<file path="src/rtl/pel_pan_pkg.sv">
package pel_pan_pkg;
  typedef enum logic [1:0] {
    MD_CHAR    = 2'b00,
    MD_PACKED8 = 2'b01,
    MD_GFX     = 2'b10,
    MD_GFX_ALT = 2'b11
  } disp_mode_e;
endpackage

</file>
<file path="src/rtl/pel_pan_map.sv">
module pel_pan_map
  import pel_pan_pkg::*;
#(
  parameter int PAN_W   = 4,
  parameter int SHIFT_W = 4
) (
  input  logic [PAN_W-1:0]   pan_val,
  input  logic               cell9,
  input  disp_mode_e         mode,
  output logic [SHIFT_W-1:0] shift
);
  // Largest value that is still a legal character-mode pan step.
  localparam int TEXT_LIMIT = (1 << (PAN_W - 1)) - 1;
  localparam logic [PAN_W-1:0] LOW_MASK = PAN_W'(TEXT_LIMIT);

  logic [PAN_W-1:0] low;
  assign low = pan_val & LOW_MASK;

  always_comb begin
    unique case (mode)
      MD_CHAR: begin
        if (pan_val > LOW_MASK)
          shift = '0;
        else if (cell9)
          shift = SHIFT_W'(low) + SHIFT_W'(1);
        else
          shift = SHIFT_W'(low);
      end
      MD_PACKED8: shift = SHIFT_W'(low >> 1);
      default:    shift = SHIFT_W'(low);
    endcase
  end
endmodule

</file>
<file path="src/rtl/pel_split_hold.sv">
module pel_split_hold (
  input  logic clk,
  input  logic rst,
  input  logic split_en,
  input  logic line_match,
  input  logic vretrace,
  output logic armed
);
  always_ff @(posedge clk) begin
    if (rst)
      armed <= 1'b0;
    else if (vretrace)
      armed <= 1'b0;
    else if (line_match && split_en)
      armed <= 1'b1;
  end

  p_arm_r6: assert property (@(posedge clk) disable iff (rst)
    (line_match && split_en && !vretrace) |=> armed);

  p_clear_r7: assert property (@(posedge clk) disable iff (rst)
    vretrace |=> !armed);

  p_no_arm_r9: assert property (@(posedge clk) disable iff (rst)
    (!armed && !split_en) |=> !armed);

  p_retrace_wins_r11: assert property (@(posedge clk) disable iff (rst)
    (line_match && vretrace) |=> !armed);
endmodule

</file>
<file path="src/rtl/pel_shift_latch.sv">
module pel_shift_latch #(
  parameter int W = 4
) (
  input  logic         clk,
  input  logic         rst,
  input  logic         load,
  input  logic         force_zero,
  input  logic [W-1:0] d,
  output logic [W-1:0] q
);
  always_ff @(posedge clk) begin
    if (rst)
      q <= '0;
    else if (load)
      q <= force_zero ? '0 : d;
  end

  p_midline_stable_r8: assert property (@(posedge clk) disable iff (rst)
    (!$past(rst) && !$past(load)) |-> $stable(q));

  p_reset_zero_r10: assert property (@(posedge clk)
    $past(rst) |-> (q == '0));
endmodule

</file>
<file path="src/rtl/pel_pan_unit.sv">
module pel_pan_unit
  import pel_pan_pkg::*;
#(
  parameter int PAN_W   = 4,
  parameter int SHIFT_W = 4
) (
  input  logic               clk,
  input  logic               rst,
  input  logic [PAN_W-1:0]   pan_val,
  input  logic               cell9,
  input  logic               split_en,
  input  logic [1:0]         disp_mode,
  input  logic               line_match,
  input  logic               vretrace,
  input  logic               line_start,
  output logic [SHIFT_W-1:0] shift_out
);
  disp_mode_e         mode;
  logic [SHIFT_W-1:0] mapped;
  logic               armed;
  logic               force_zero;

  assign mode       = disp_mode_e'(disp_mode);
  assign force_zero = armed && split_en;

  pel_pan_map #(.PAN_W(PAN_W), .SHIFT_W(SHIFT_W)) u_map (
    .pan_val (pan_val),
    .cell9   (cell9),
    .mode    (mode),
    .shift   (mapped)
  );

  pel_split_hold u_hold (
    .clk        (clk),
    .rst        (rst),
    .split_en   (split_en),
    .line_match (line_match),
    .vretrace   (vretrace),
    .armed      (armed)
  );

  pel_shift_latch #(.W(SHIFT_W)) u_latch (
    .clk        (clk),
    .rst        (rst),
    .load       (line_start),
    .force_zero (force_zero),
    .d          (mapped),
    .q          (shift_out)
  );

  p_char_bound_r1: assert property (@(posedge clk) disable iff (rst)
    (line_start && disp_mode == 2'b00) |=> (shift_out <= SHIFT_W'(8)));

  p_packed_bound_r4: assert property (@(posedge clk) disable iff (rst)
    (line_start && disp_mode == 2'b01) |=> (shift_out <= SHIFT_W'(3)));

  p_split_zero_r6: assert property (@(posedge clk) disable iff (rst)
    (line_start && armed && split_en) |=> (shift_out == '0));
endmodule

</file>
<file path="config.mk">
export PLATFORM = sky130hd
export DESIGN_NAME = pel_pan_unit
export DESIGN_NICKNAME = d
export VERILOG_FILES = /design/src/rtl/pel_pan_pkg.sv /design/src/rtl/pel_pan_map.sv /design/src/rtl/pel_split_hold.sv /design/src/rtl/pel_shift_latch.sv /design/src/rtl/pel_pan_unit.sv
export SDC_FILE = /design/constraint.sdc
export NUM_CORES = 1
export LEC_CHECK = 0
export BUFFER_PORTS_ARGS = -buffer_cell sky130_fd_sc_hd__buf_2
export CAP_MARGIN = 10
export CORE_AREA = 2 2 39 41
export DETAILED_ROUTE_END_ITERATION = 16
export DIE_AREA = 0 0 41 43
export PLACE_DENSITY = 0.54
export SKIP_CTS_REPAIR_TIMING = 1
export SLEW_MARGIN = 20
export SYNTH_ARGS = -nofsm -noshare
export SYNTH_HDL_FRONTEND = slang
export SYNTH_HIERARCHICAL = 1
export SYNTH_SLANG_ARGS = --single-unit
export TNS_END_PERCENT = 30
</file>
<file path="constraint.sdc">
create_clock -name clk -period 1.8 [get_ports clk]
set_clock_uncertainty 0.05 [all_clocks]
set_input_delay 0.27 -clock clk [delete_from_list [all_inputs] [get_ports clk]]
set_output_delay 0.27 -clock clk [all_outputs]
set_load 0.1 [all_outputs]
</file>
[After elaboration in Yosys (flattened, before gate mapping)]
Index checks and enable logic that the tools add are counted.
Widths: inputs -> output; s select.
Cells by class
  mux-type cells: 4
  magnitude comparators: 1
  reductions and logical operators: 4
  add/sub/neg operators: 1
  eq/ne operators: 1
Operators by type and width (number)
  $mux 4: 3
  $pmux 4 s2: 1
  $add 3x1->4 const B: 1
  $gt 4x3->1 const B: 1
  $eq 2x1->1 const B: 1
  $logic_and 1x1->1: 2
  $logic_not 2->1: 1
  $reduce_or 2->1: 1
Word-level totals
  bits in registers: 5
  logic and storage cells: 13
  output and inout port bits: 4

[Logic depth before layout (Yosys ltp)]
  depth after elaboration: 5
  mapped depth: 6
  gate-level depth less buffers: 6

[By module]
Netlist, hierarchy kept.
Modules (own cells, without submodules)
  pel_shift_latch: times used 1, sequential area each 80.1 µm², area each 155.1 µm², cells an instance 16
  pel_pan_map: times used 1, sequential area each 0.0 µm², area each 117.6 µm², cells an instance 17
  pel_split_hold: times used 1, sequential area each 20.0 µm², area each 38.8 µm², cells an instance 3
  pel_pan_unit: times used 1, sequential area each 0.0 µm², area each 6.3 µm², cells an instance 1

[Least setup slack after synthesis]
OpenSTA, ideal clock, no wires.
  path type: in2reg
  start: input pan_val[0]
  end: register u_latch.q[1]
  arrival time: 1.255 ns
  cell stages on the path: 6
  required time: 1.629 ns
  slack: 0.374 ns
  path through: ha_1 -> mux2_1 -> a221oi_1 -> a21oi_1 -> nand3b_1 -> a21oi_1
Between the ends
  longest elaborated chain between the ends: 5
  elaborated cells on any way between the ends: 6
  classes of those cells: add/sub: 1; order compare: 1; mux: 4
RTL lines
  start: declaration: RTL line pel_pan_unit.sv:9  | input logic [PAN_W-1:0] pan_val,
  $add 3x1->4: RTL line pel_pan_map.sv:25  | shift = SHIFT_W'(low) + SHIFT_W'(1);
  $mux 4: RTL line pel_pan_map.sv:24  | else if (cell9)
  $mux 4 (*): RTL line pel_pan_map.sv:22  | if (pan_val > LOW_MASK)
  $pmux 4 s2 (*): RTL line pel_pan_map.sv:20  | unique case (mode)
  net mapped[1]: RTL line pel_pan_unit.sv:19  | logic [SHIFT_W-1:0] mapped;
  $mux 4 (*): RTL line pel_shift_latch.sv:15  | q <= force_zero ? '0 : d;
  end signal: assignment: RTL line pel_shift_latch.sv:15
  end: declaration: RTL line pel_shift_latch.sv:9  | output logic [W-1:0] q
Mark *: on every way through the listed nets, which the timed path passes. The rest lies on a longest branch.
A chain may end at the register's enable or synchronous reset.

[Worst setup path after layout]
Same ends and word-level chain as after synthesis.

==> metrics.md <==
| Metric | Value |
|---|---|
| Placed cell count | `69` |
| Achievable Freq | `slightly above 700 MHz` |
| DRC viols | `0` |
| Syn Nets | `around 50` |
| I/O Buffers | `16` |
| Vias per Instance | `4.58` |
| Relative slew slack | `0.679` |
| R2R Setup Slk | `approximately 880 ps` |
| CP Capture Type | `flop` |
| Max incr delay on CP | `290 ps` |
| Tmin final | `between 1000 and 1500 ps` |
| Die Area | `1760 µm²` |
| Detailed Routing Iterations Pass 1 | `6` |
| Die Y | `43 µm` |
| Hold WS | `145 ps` |
| Placed Instance Area | `418 µm²` |
| Area Growth Syn to Fin | `39.8%` |
| Crit path from | `pan_val[0]` |
| Final nets | `72` |
| Initial antenna violation count | `0` |
| Layout cells sized above 1 | `0.368` |
| CTS Sinks | `5` |
| CTS tree | `built` |
| Longest Clk Path Bufs | `2` |
| Syn Area/Cell | `8.59 µm²` |
| FF+latch area | `between 100 and 150 µm²` |
| Most used cell, CP | `a21oi_1` |
| Area contributors post-synth | `dfxtp_1, nand2b_1, nand3b_1, a21oi_1, mux2_1` |
| Post-synth top area share | `0.315` |
| Finished Core Util | `0.321` |
| Routed Antenna Nets | `0` |
| Crit path kind | `in2reg` |
| Cell Chain, Critical Path | `buf_2, ha_1, mux2_1, a221oi_1, a21oi_1, nand3b_1, a21oi_1` |
| P_leak | `0.197 nW` |
| Finished Layout Cells | `73` |
| GP Congestion | `0.781` |
| Hold crit path type | `in2reg` |
| Worst setup SP type | `input port` |
| Multi-input gate area | `214 µm²` |
| Pin count of the biggest net entering global routing | `9` |
| Post-synthesis cell type count | `18` |
| Number of diodes | `0` |
| Clock Root Buffer | `clkbuf_4` |
| Mapped Area | `318 µm²` |
| Routed wire length | `692 µm` |
| Worst setup margin | `404 ps` |
| YS warnings | `6` |
| Site Rows | `14` |
| Post-Syn Instances | `37` |
| Synth area leader | `dfxtp_1` |
| RR Startpoint | `u_hold/armed` |
| Crit-path leading delay family | `compound AO/OA/AOI/OAI gates` |
| Final setup TNS | `0 ps` |
| GRT Util Overall | `0.0944` |
| Final setup violation count | `0` |
| Critical Path Stages | `7` |
| FF-to-FF End | `u_latch/q[1]` |
| Design area | `about 440 µm²` |
| Starting Density | `0.230` |
| H-tree levels | `1` |
| First-pass GRT wire length | `1120 µm` |
| CP arrival | `1470 ps` |
| Worst Path Buf+Inv | `1` |
| Detail Placement HPWL | `551 µm` |
| Pre-CTS WS | `152 ps` |
| Grt total ovfl | `0` |
| Register area share after synthesis | `0.315` |
| Power Density | `747 nW/µm²` |
| Critical Path End | `u_latch/q[1]` |
| Pins Over Slew Limit | `0` |
| Worst EP required | `between 1500 and 2000 ps` |
| Final hold vios | `0` |
| Io pins | `17` |
| Wirelength per Cell | `9.48 µm` |
| Vias | `roughly 330` |
| CTS clock-pin slew for the worst setup and hold paths | `40 ps` |
| Worst-path fanout max | `4` |
| RSZ-0062 raised after global routing | `false` |
| Num CTS Buffers | `3` |
| Synthesized flop and latch total | `5` |
| Tcrit/Tclk final | `0.776` |
| Outcome | `finished, final reports clean` |
| Slew @ Worst Pin | `485 ps` |
| Vias in the first global route | `303` |
| FILL cells | `157` |
| Worst skew pair latency | `around 230 ps` |
| Total Power | `0.332 mW` |
| Max_cap viols | `0` |
| Initial DRC count | `5` |
| Worst path slowest cell | `mux2_1` |
| Core Region | `between 1000 and 1500 µm²` |
| Maximum vdd drop | `0.435 mV` |
| Die W | `41 µm` |
| Reg2reg path depth | `3` |
-- per-layer routing --
| metal | GRT usage | share of wire | vias up |
|---|---|---|---|
| met3 | 0.0628 | 0.032 | 0 |
| met4 | 0.0333 | 0 | 0 |
| met5 | 0 | 0 | - |
| li1 | - | - | 178 |
| met1 | 0.106 | 0.45 | 152 |
| met2 | 0.138 | 0.52 | 4 |
-- cells in the mapped netlist (all sizes together) --
| library cell | number |
|---|---|
| nor2 | 3 |
| mux2i | 1 |
| nor3 | 1 |
| a22o | 1 |
| nand2b | 5 |
| inv | 1 |
| a221oi | 1 |
| nand3 | 1 |
| mux2 | 2 |
| and2 | 1 |
| a21oi | 6 |
| dfxtp | 5 |
| a221o | 1 |
| nand2 | 2 |
| ha | 1 |
| nand3b | 4 |
| nor4 | 1 |
-- how the worst min path moves through the flow --
stage	start	end	cells after the start
floorplan	vretrace	u_hold/armed	1
global route	vretrace	u_hold/armed	2
global placement	vretrace	u_hold/armed	2
finish	vretrace	u_hold/armed	2
detailed placement	vretrace	u_hold/armed	2
CTS	vretrace	u_hold/armed	2
-- layout make-up --
class | instances | share of cell area
Sequential cell | 5 | 0.225
Clock buffer | 4 | 0.0592
Inverter | 1 | 0.00845
Tap cell | 16 | 0.0451
Timing Repair Buffer | 16 | 0.180
Multi-Input combinational cell | 31 | 0.482
-- where the power goes --
part           leakage [nW]  switching [mW]  internal (mW)
clock network        0.0150          0.0441         0.0837
logic                 0.142          0.0568         0.0292
registers            0.0409         0.00205          0.116
-- state kept, by name, indices dropped and copies added (netlist names) --
signal / flops
u_latch/q: 4
u_hold/armed: 1
-- worst reg2reg max path: stages (launching register included) --
cell      delay, ps
dfxtp_1         300
and2_1          180
nand3b_1        170
a21oi_1         150
-- layout by cell type (no fill, tap or decap) --
master and n:
nand3b_1 4, ha_1 1, and2_1 1, a221oi_1 1, nand2b_1 5, nand2_1 2, nor2_1 3, buf_2 16
clkbuf_1 1, mux2_1 2, mux2i_1 1, a221o_1 1, a21oi_2 1, clkbuf_4 3, nor4_1 1, dfxtp_1 5
a21oi_1 5, nand3_1 1, a22o_1 1, inv_1 1, nor3_2 1
-- logic make-up (layout without fill, tap and decap cells) --
group / after synthesis / count (layout) / share of synthesized area
DFF: 5 / 5 / 0.315
buffers and inverters: 1 / 21 / 0.0118
muxes: 3 / 3 / 0.102
adders and majority gates: 1 / 1 / 0.0394
AOI/OAI and AO/OA: 9 / 9 / 0.193
and+or+nand+nor: 18 / 18 / 0.339
Note: power is estimated with default switching activity, not from simulation.
